[config.mk]
export PLATFORM = sky130hd
export DESIGN_NAME = pause_quanta_timer
export DESIGN_NICKNAME = d
export VERILOG_FILES = /design/src/rtl/pqt_pkg.sv /design/src/rtl/pqt_prescaler.sv /design/src/rtl/pqt_counter.sv /design/src/rtl/pqt_irq.sv /design/src/rtl/pause_quanta_timer.sv
export SDC_FILE = /design/constraint.sdc
export NUM_CORES = 1
export LEC_CHECK = 0
export BUFFER_PORTS_ARGS = -buffer_cell sky130_fd_sc_hd__buf_4
export CORE_AREA = 4 4 60 62
export DETAILED_ROUTE_END_ITERATION = 8
export DIE_AREA = 0 0 64 66
export PLACE_DENSITY_LB_ADDON = 0.2
export SLEW_MARGIN = 30
export SYNTH_ARGS = -nofsm -noshare
export SYNTH_HDL_FRONTEND = slang
export SYNTH_SLANG_ARGS = --single-unit
export TNS_END_PERCENT = 1
[constraint.sdc]
create_clock -name clk -period 5.4 [get_ports clk]
set_input_delay 0.81 -clock clk [delete_from_list [all_inputs] [get_ports clk]]
set_output_delay 0.81 -clock clk [all_outputs]
set_load 0.005 [all_outputs]
[src/rtl/pqt_pkg.sv]
package pqt_pkg;

   typedef enum logic [0:0] {
      STEP_QUANTUM = 1'b0,
      STEP_EVERY   = 1'b1
   } pqt_step_e;

   function automatic int unsigned pqt_pre_w(input int unsigned cyc);
      return (cyc <= 2) ? 1 : $clog2(cyc);
   endfunction

endpackage

[src/rtl/pqt_prescaler.sv]
module pqt_prescaler
   import pqt_pkg::*;
#(
   parameter int unsigned QUANTUM_CYC = 128
) (
   input  logic      clk,
   input  logic      rst_n,
   input  logic      restart,
   input  logic      advance,
   input  pqt_step_e mode,
   output logic      quantum
);
   localparam int unsigned PW = pqt_pre_w(QUANTUM_CYC);
   localparam logic [PW-1:0] LAST = PW'(QUANTUM_CYC - 1);

   generate
      if (QUANTUM_CYC == 1) begin : g_direct
         assign quantum = advance;
      end else begin : g_count
         logic [PW-1:0] pre_q;
         logic          wrap;

         assign wrap    = (mode == STEP_EVERY) || (pre_q == LAST);
         assign quantum = advance && wrap;

         always_ff @(posedge clk or negedge rst_n) begin
            if (!rst_n) begin
               pre_q <= '0;
            end else if (restart) begin
               pre_q <= '0;
            end else if (advance) begin
               pre_q <= wrap ? '0 : pre_q + 1'b1;
            end
         end

         AST_PRE_IN_RANGE: assert property (@(posedge clk) disable iff (!rst_n)
            pre_q <= LAST) else $error("prescaler out of range");
         AST_RESTART_CLEARS: assert property (@(posedge clk) disable iff (!rst_n)
            restart |=> pre_q == '0) else $error("prescaler not restarted");
      end
   endgenerate

endmodule

[src/rtl/pqt_counter.sv]
module pqt_counter #(
   parameter int unsigned TIME_W = 16
) (
   input  logic              clk,
   input  logic              rst_n,
   input  logic              load,
   input  logic [TIME_W-1:0] load_val,
   input  logic              step,
   output logic [TIME_W-1:0] count,
   output logic              nonzero,
   output logic              hits_zero
);
   logic [TIME_W-1:0] cnt_q;

   assign count     = cnt_q;
   assign nonzero   = |cnt_q;
   assign hits_zero = step && !load && (cnt_q == TIME_W'(1));

   always_ff @(posedge clk or negedge rst_n) begin
      if (!rst_n) begin
         cnt_q <= '0;
      end else if (load) begin
         cnt_q <= load_val;
      end else if (step && nonzero) begin
         cnt_q <= cnt_q - 1'b1;
      end
   end

   AST_LOAD_TAKES: assert property (@(posedge clk) disable iff (!rst_n)
      load |=> cnt_q == $past(load_val)) else $error("load lost");
   AST_NO_WRAP: assert property (@(posedge clk) disable iff (!rst_n)
      (cnt_q == '0) && !load |=> cnt_q == '0) else $error("wrapped");
   AST_UNIT_STEP: assert property (@(posedge clk) disable iff (!rst_n)
      !load |=> (cnt_q == $past(cnt_q)) || (cnt_q == TIME_W'($past(cnt_q) - 1'b1)))
      else $error("step larger than one");

endmodule

[src/rtl/pqt_irq.sv]
module pqt_irq (
   input  logic clk,
   input  logic rst_n,
   input  logic frame_seen,
   input  logic expired,
   input  logic mask_rx,
   input  logic mask_exp,
   output logic irq_rx,
   output logic irq_exp
);
   always_ff @(posedge clk or negedge rst_n) begin
      if (!rst_n) begin
         irq_rx  <= 1'b0;
         irq_exp <= 1'b0;
      end else begin
         irq_rx  <= frame_seen && mask_rx;
         irq_exp <= expired && mask_exp;
      end
   end

   AST_RX_MASKED: assert property (@(posedge clk) disable iff (!rst_n)
      !mask_rx |=> !irq_rx) else $error("rx irq through mask");
   AST_EXP_MASKED: assert property (@(posedge clk) disable iff (!rst_n)
      !mask_exp |=> !irq_exp) else $error("exp irq through mask");

endmodule

[src/rtl/pause_quanta_timer.sv]
module pause_quanta_timer
   import pqt_pkg::*;
#(
   parameter int unsigned TIME_W      = 16,
   parameter int unsigned QUANTUM_CYC = 128
) (
   input  logic              clk,
   input  logic              rst_n,
   input  logic              pause_load,
   input  logic [TIME_W-1:0] pause_value,
   input  logic              full_duplex,
   input  logic              pause_en,
   input  logic              retry_test,
   input  logic              tick,
   input  logic              tx_stopped,
   input  logic              mask_rx,
   input  logic              mask_exp,
   output logic              tx_inhibit,
   output logic              irq_pause_rx,
   output logic              irq_pause_exp
);
   generate
      if (TIME_W < 2) begin : g_bad_width
         $error("TIME_W must be at least 2");
      end
      if (QUANTUM_CYC < 1) begin : g_bad_quantum
         $error("QUANTUM_CYC must be at least 1");
      end
   endgenerate

   logic              load_fd;
   logic              may_run;
   logic              advance;
   logic              quantum;
   logic [TIME_W-1:0] count;
   logic              nonzero;
   logic              hits_zero;
   pqt_step_e         mode;

   assign load_fd = pause_load && full_duplex;
   assign may_run = pause_en ? tx_stopped : 1'b1;
   assign advance = tick && may_run && nonzero && !load_fd;
   assign mode    = retry_test ? STEP_EVERY : STEP_QUANTUM;

   pqt_prescaler #(.QUANTUM_CYC(QUANTUM_CYC)) u_pre (
      .clk     (clk),
      .rst_n   (rst_n),
      .restart (load_fd),
      .advance (advance),
      .mode    (mode),
      .quantum (quantum)
   );

   pqt_counter #(.TIME_W(TIME_W)) u_cnt (
      .clk       (clk),
      .rst_n     (rst_n),
      .load      (load_fd),
      .load_val  (pause_value),
      .step      (quantum),
      .count     (count),
      .nonzero   (nonzero),
      .hits_zero (hits_zero)
   );

   pqt_irq u_irq (
      .clk        (clk),
      .rst_n      (rst_n),
      .frame_seen (pause_load),
      .expired    (hits_zero),
      .mask_rx    (mask_rx),
      .mask_exp   (mask_exp),
      .irq_rx     (irq_pause_rx),
      .irq_exp    (irq_pause_exp)
   );

   assign tx_inhibit = pause_en && nonzero;

   AST_HD_NO_LOAD: assert property (@(posedge clk) disable iff (!rst_n)
      pause_load && !full_duplex && (count == '0) |=> count == '0)
      else $error("half duplex load");
   AST_HOLD_WHILE_SENDING: assert property (@(posedge clk) disable iff (!rst_n)
      pause_en && !tx_stopped && !load_fd |=> $stable(count))
      else $error("count moved while sending");
   AST_EXP_AT_ZERO: assert property (@(posedge clk) disable iff (!rst_n)
      irq_pause_exp |-> count == '0) else $error("expiry with time left");
   AST_ZERO_LOAD_QUIET: assert property (@(posedge clk) disable iff (!rst_n)
      load_fd && (pause_value == '0) |=> !irq_pause_exp)
      else $error("expiry on zero load");

endmodule

Word level (Yosys, flattened, before mapping)
Index checks and enable logic that the tools add are counted.
{"block": "totals", "wordCells": 31, "register_bits": 25, "out_inout_bits": 3, "inputBits": 26}
{"block": "classes", "add_sub_neg": 2, "eq_ne": 2, "mux": 7, "reduce_logical": 16}
{"op": "$mux W16", "n": 2}
{"op": "$mux W7", "n": 3}
{"op": "$eq A16 B1 Y1 const B", "n": 1}
{"op": "$reduce_or A16 Y1", "n": 1}
{"op": "$sub A16 B1 Y16 const B", "n": 1}
{"op": "$logic_and A1 B1 Y1", "n": 11}
{"op": "$add A7 B1 Y7 const B", "n": 1}
{"op": "$eq A7 B7 Y1 const B", "n": 1}
{"op": "$reduce_bool A2 Y1", "n": 2}
{"op": "$mux W1", "n": 2}
{"op": "$logic_not A1 Y1", "n": 1}
{"op": "$logic_or A1 B1 Y1", "n": 1}

Depth between registers and ports, before layout
{"block": "depth", "depth_word": 8, "mapped_depth": 9}

Modules after synthesis
From an unflattened synthesis, not the netlist that was laid out.
{"block": "unflattened", "hier_cells": 170, "area_unflattened_um2": 1544.0}
{"mod": "pqt_counter", "n_inst": 1, "area_each_um2": 1038.5, "seq_area_each_um2": 400.4, "cells_each": 117}
{"mod": "pqt_prescaler", "n_inst": 1, "area_each_um2": 410.4, "seq_area_each_um2": 175.2, "cells_each": 44}
{"mod": "pqt_irq", "n_inst": 1, "area_each_um2": 62.6, "seq_area_each_um2": 50.0, "cells_each": 4}
{"mod": "pause_quanta_timer", "n_inst": 1, "area_each_um2": 32.5, "seq_area_each_um2": 0.0, "cells_each": 5}

Worst setup path after synthesis
OpenSTA, ideal clock, no wires.
{"block": "synth_path", "kind": "input port to flip-flop", "from": "input port tx_stopped", "to": "register u_cnt.cnt_q[9] (netlist: u_cnt.count[9])", "setup_slack_ns": 3.082, "required_ns": 5.318, "arrival_ns": 2.236, "stages": 6, "path_buffers": 1, "setup_ns": 0.082, "path_cell_list": "nand2b_1 -> nand2_1 -> or4b_1 -> buf_2 -> or4_1 -> a31oi_1"}
{"block": "synth_between", "elab_chain_cells": 7}
{"item": "start, declared", "line": "pause_quanta_timer.sv:15", "text": "input logic tx_stopped,"}
{"item": "$mux W1", "line": "pause_quanta_timer.sv:41", "text": "assign may_run = pause_en ? tx_stopped : 1'b1;"}
{"item": "$logic_and A1 B1 Y1 (3 in a row)", "line": "pause_quanta_timer.sv:42", "text": "assign advance = tick && may_run && nonzero && !load_fd;"}
{"item": "$logic_and A1 B1 Y1", "line": "pqt_prescaler.sv:24", "text": "assign quantum = advance && wrap;"}
{"item": "$logic_and A1 B1 Y1", "line": "pqt_counter.sv:24", "text": "end else if (step && nonzero) begin"}
{"item": "$reduce_bool A2 Y1 (no source line)"}
{"item": "end signal, assigned", "line": "pqt_counter.sv:23", "text": "cnt_q <= load_val;"}
{"item": "end signal, assigned", "line": "pqt_counter.sv:25", "text": "cnt_q <= cnt_q - 1'b1;"}
{"item": "end, declared", "line": "pqt_counter.sv:13", "text": "logic [TIME_W-1:0] cnt_q;"}
Every way passes these cells.
A chain may end at the register's enable or synchronous reset.

Final worst setup path
{"block": "layout_path", "from": "register u_cnt.cnt_q[6] (netlist: u_cnt.count[6])", "to": "output port tx_inhibit"}
{"block": "layout_between", "elab_chain_cells": 2}
{"item": "$reduce_or A16 Y1", "line": "pqt_counter.sv:16", "text": "assign nonzero = |cnt_q;"}
{"item": "$logic_and A1 B1 Y1", "line": "pause_quanta_timer.sv:76", "text": "assign tx_inhibit = pause_en && nonzero;"}
{"item": "end, declared", "line": "pause_quanta_timer.sv:18", "text": "output logic tx_inhibit,"}
Every way passes these cells.

==> impl_metrics.json <==
{
  "fp.coreArea_sq_um": 3028,
  "cts-resized-gates": 0,
  "cts_hold_buf": 0,
  "worstHoldPathType": "primary input to asynchronous set/reset pin",
  "setup.worst_path.end": "tx_inhibit",
  "pwr_density_nw_per_um2": 232.1,
  "clock_skew_ps": 4.503,
  "critical-path-max-stage-delay_ps": 610,
  "critPathMaxFanout": 11,
  "outcome": "complete, no violations",
  "regToRegStartpoint": "u_cnt.count[0]$_DFFE_PN0P_",
  "number_of_global_route_vias_before_repair": 1219,
  "firstDrtPassIters": 4,
  "setup_crit_path_kind": "register to output pin",
  "critical_path_data_required_time_ps": 4590,
  "mostFrequentLayoutCells": "buf_4, dfrtp_1, nand2_1",
  "wire_per_inst_um": 14.58,
  "dr_total_vias": 1358,
  "timing.setup.tns_ps": 0,
  "max-clock-path-buffers": 2,
  "timing_max_transition_violations_final": 0,
  "final_antenna_net_count": 0,
  "total_i_o_pin_count": 29,
  "netlist_area_sq_um": 1516,
  "cp_data_arrival_time_ps": 2100,
  "reg2reg_setup_slack_ps": 2820,
  "post-route-util_pct": 58.51,
  "cp-end-kind": "output pin",
  "worstSetupStartpointType": "register",
  "crit_start": "u_cnt.count[6]$_DFFE_PN0P_",
  "drt_iter0_markers": 67,
  "timing.critical_path.cells": "nor4_2, and4_1, nor2b_1, buf_4",
  "wirelength_mm": 3.426,
  "postSynthRegisterBits": 25,
  "synth_cell_types": 37,
  "post_detailed_route_via_to_cell_ratio": 5.779,
  "grt_remaining_overflow": 0,
  "hold_violations": 0,
  "gp_routability_congestion": 0.8453,
  "post_synth_main_area_contributors": "dfrtp_1, xnor2_1, o21ai_0",
  "ff2ff_path_depth": 7,
  "post-route-period-util_pct": 53.91,
  "diodes": 0,
  "yosysTopAreaCellShare_pct": 41.25,
  "timing.critical_path.slowest_stage_cell": "nor4_2",
  "yosys_warnings": 0,
  "place_hpwl_mm": 2.404,
  "synth_nets": 198,
  "setup_viol": 0,
  "area_delta_synth_final_pct": 16.83,
  "drive_above_1_share_pct": 19.90,
  "layout.cells.most_common": "buf_4",
  "postSynthAreaPerCell_sq_um": 9.027,
  "num_rows": 20,
  "ctsHtreeMaxLevel": 1,
  "leakage_power_of_the_design_nw": 0.6894,
  "portBuffers": 28,
  "cts_tree": "done",
  "nets": 222,
  "die_height_um": 66,
  "cell_type_with_the_largest_total_area_after_synthesis": "dfrtp_1",
  "fillCellCount": 269,
  "clk-insertion-delay-late_ps": 330,
  "worstReg2RegEnd": "u_cnt.count[11]$_DFFE_PN0P_",
  "dieArea_sq_um": 4224,
  "rsz0062_at_grt": "no",
  "initial_utilization_pct": 50.08,
  "worst_pin_slew_ps": 850.0,
  "cts_root_buf": "clkbuf_4",
  "cts_setup_buffers": 0,
  "slew_headroom_pct": 43.33,
  "grt_max_degree": 27,
  "clkTransAtPathRegs_ps": 140,
  "numClockSinks": 25,
  "antenna_found_initial": 0,
  "drc": 0,
  "final_period_minus_worst_setup_slack_ps": 2911,
  "netlist_instances": 168,
  "fmax_ghz": 0.3435,
  "vdd.ir_drop.worst_uv": 113.8,
  "global_route_wire_length_before_repair_mm": 5.747,
  "die_w_um": 64,
  "maxCapViolations": 0,
  "numCtsBuffers": 3,
  "gr-usage-all-layers_pct": 17.20,
  "synth-seq-area-share_pct": 41.25
}
==> power by group <==
group	internal [W]	switching [W]
sequential	0.000208	0.0000239
combinational	0.0000447	0.0000465
clock	0.0000278	0.0000608
total	0.000280	0.000131
==> metrics by stage <==
| step | total power [W] | setup slack, ps | area, sq um | std cells | hold WS [ps] |
|---|---|---|---|---|---|
| 3_3_place_gp | 0.0003233 | 2896 | 1744 | 231 | 500.4 |
| 2_1_floorplan | 0.0002897 | 3082 | 1516 | 168 | 473.6 |
| 4_1_cts | 0.0004155 | 2486 | 1772 | 235 | 362.7 |
| 6_report | 0.0004113 | 2489 | 1772 | 235 | 352.4 |
| 3_5_place_dp | 0.0003258 | 2808 | 1744 | 231 | 510.8 |
| 5_1_grt | 0.0004390 | 2292 | 1772 | 235 | 362.6 |
==> routing by layer <==
metal | track usage, % | up-vias | wire [um]
li1 | - | 677 | -
met1 | 24.20 | 636 | 1648
met2 | 26.71 | 41 | 1544
met3 | 3.401 | 4 | 205
met4 | 4.852 | 0 | 27
met5 | 0 | - | 0
==> final cells by class <==
type                            count  area [sq um]  area share (%)
Multi-Input combinational cell    132         845.8           47.74
Sequential cell                    25         625.6           35.31
Timing Repair Buffer               28         210.2           11.86
Tap cell                           44         55.05           3.107
Clock buffer                        3         22.52           1.271
Inverter                            2         7.507          0.4237
Clock inverter                      1         5.005          0.2825
==> sequential cells by signal, indices dropped and copies added, names as in the netlist <==
name                 flops
u_irq.irq_rx             1
u_irq.irq_exp            1
u_cnt.count             16
u_pre.g_count.pre_q      7
==> worst min path at each step <==
stage / endpoint / cells after the start / startpoint / slack [ps]
detailed placement: u_pre.g_count.pre_q[0]$_DFFE_PN0P_ / 1 / u_pre.g_count.pre_q[0]$_DFFE_PN0P_ / 510
floorplan: u_pre.g_count.pre_q[0]$_DFFE_PN0P_ / 1 / u_pre.g_count.pre_q[0]$_DFFE_PN0P_ / 470
global route: u_cnt.count[2]$_DFFE_PN0P_ / 1 / rst_n / 360
finish: u_cnt.count[10]$_DFFE_PN0P_ / 1 / rst_n / 350
global placement: u_pre.g_count.pre_q[0]$_DFFE_PN0P_ / 1 / u_pre.g_count.pre_q[0]$_DFFE_PN0P_ / 500
CTS: u_cnt.count[11]$_DFFE_PN0P_ / 1 / rst_n / 360
==> worst max-delay path: cells and delay by family (launching register included) <==
kind / cells / cell delay [ps]
simple gates: 3 / 1210
buf+inv: 1 / 140
flops: 1 / 430
==> synthesized netlist by cell type <==
library cell / count
xnor2_1: 8
nand3b_1: 1
buf_2: 3
nand2_1: 14
nand2b_1: 3
or4_1: 5
nor4b_1: 3
nand4_1: 2
a22o_1: 1
or2_2: 2
and3_1: 1
nor2b_1: 2
dfrtp_1: 25
a21oi_1: 7
nor4_1: 8
o41ai_1: 2
o21ai_0: 12
a31oi_4: 1
nor2_1: 12
ha_1: 4
and4_4: 1
a32o_1: 1
xor2_1: 1
a31o_2: 1
o211ai_1: 5
and2_1: 3
or3_1: 4
nand4b_1: 3
nor3_1: 5
inv_1: 2
nand3_1: 9
nor4_2: 1
or4b_1: 1
o31ai_1: 3
and4_1: 1
clkbuf_1: 6
a31oi_1: 5
==> cells by family (layout without fill, tap and decap cells) <==
kind of cell | count (synthesis) | count (layout) | synth area share [%]
AOI/OAI and AO/OA | 38 | 38 | 16.67
adders and majority gates | 4 | 4 | 3.300
DFF | 25 | 25 | 41.25
buffers and inverters | 11 | 34 | 2.970
and+or+nand+nor | 81 | 81 | 30.61
xor gates and xnor gates | 9 | 9 | 5.198
No activity file was read; power rests on OpenSTA's default activity.
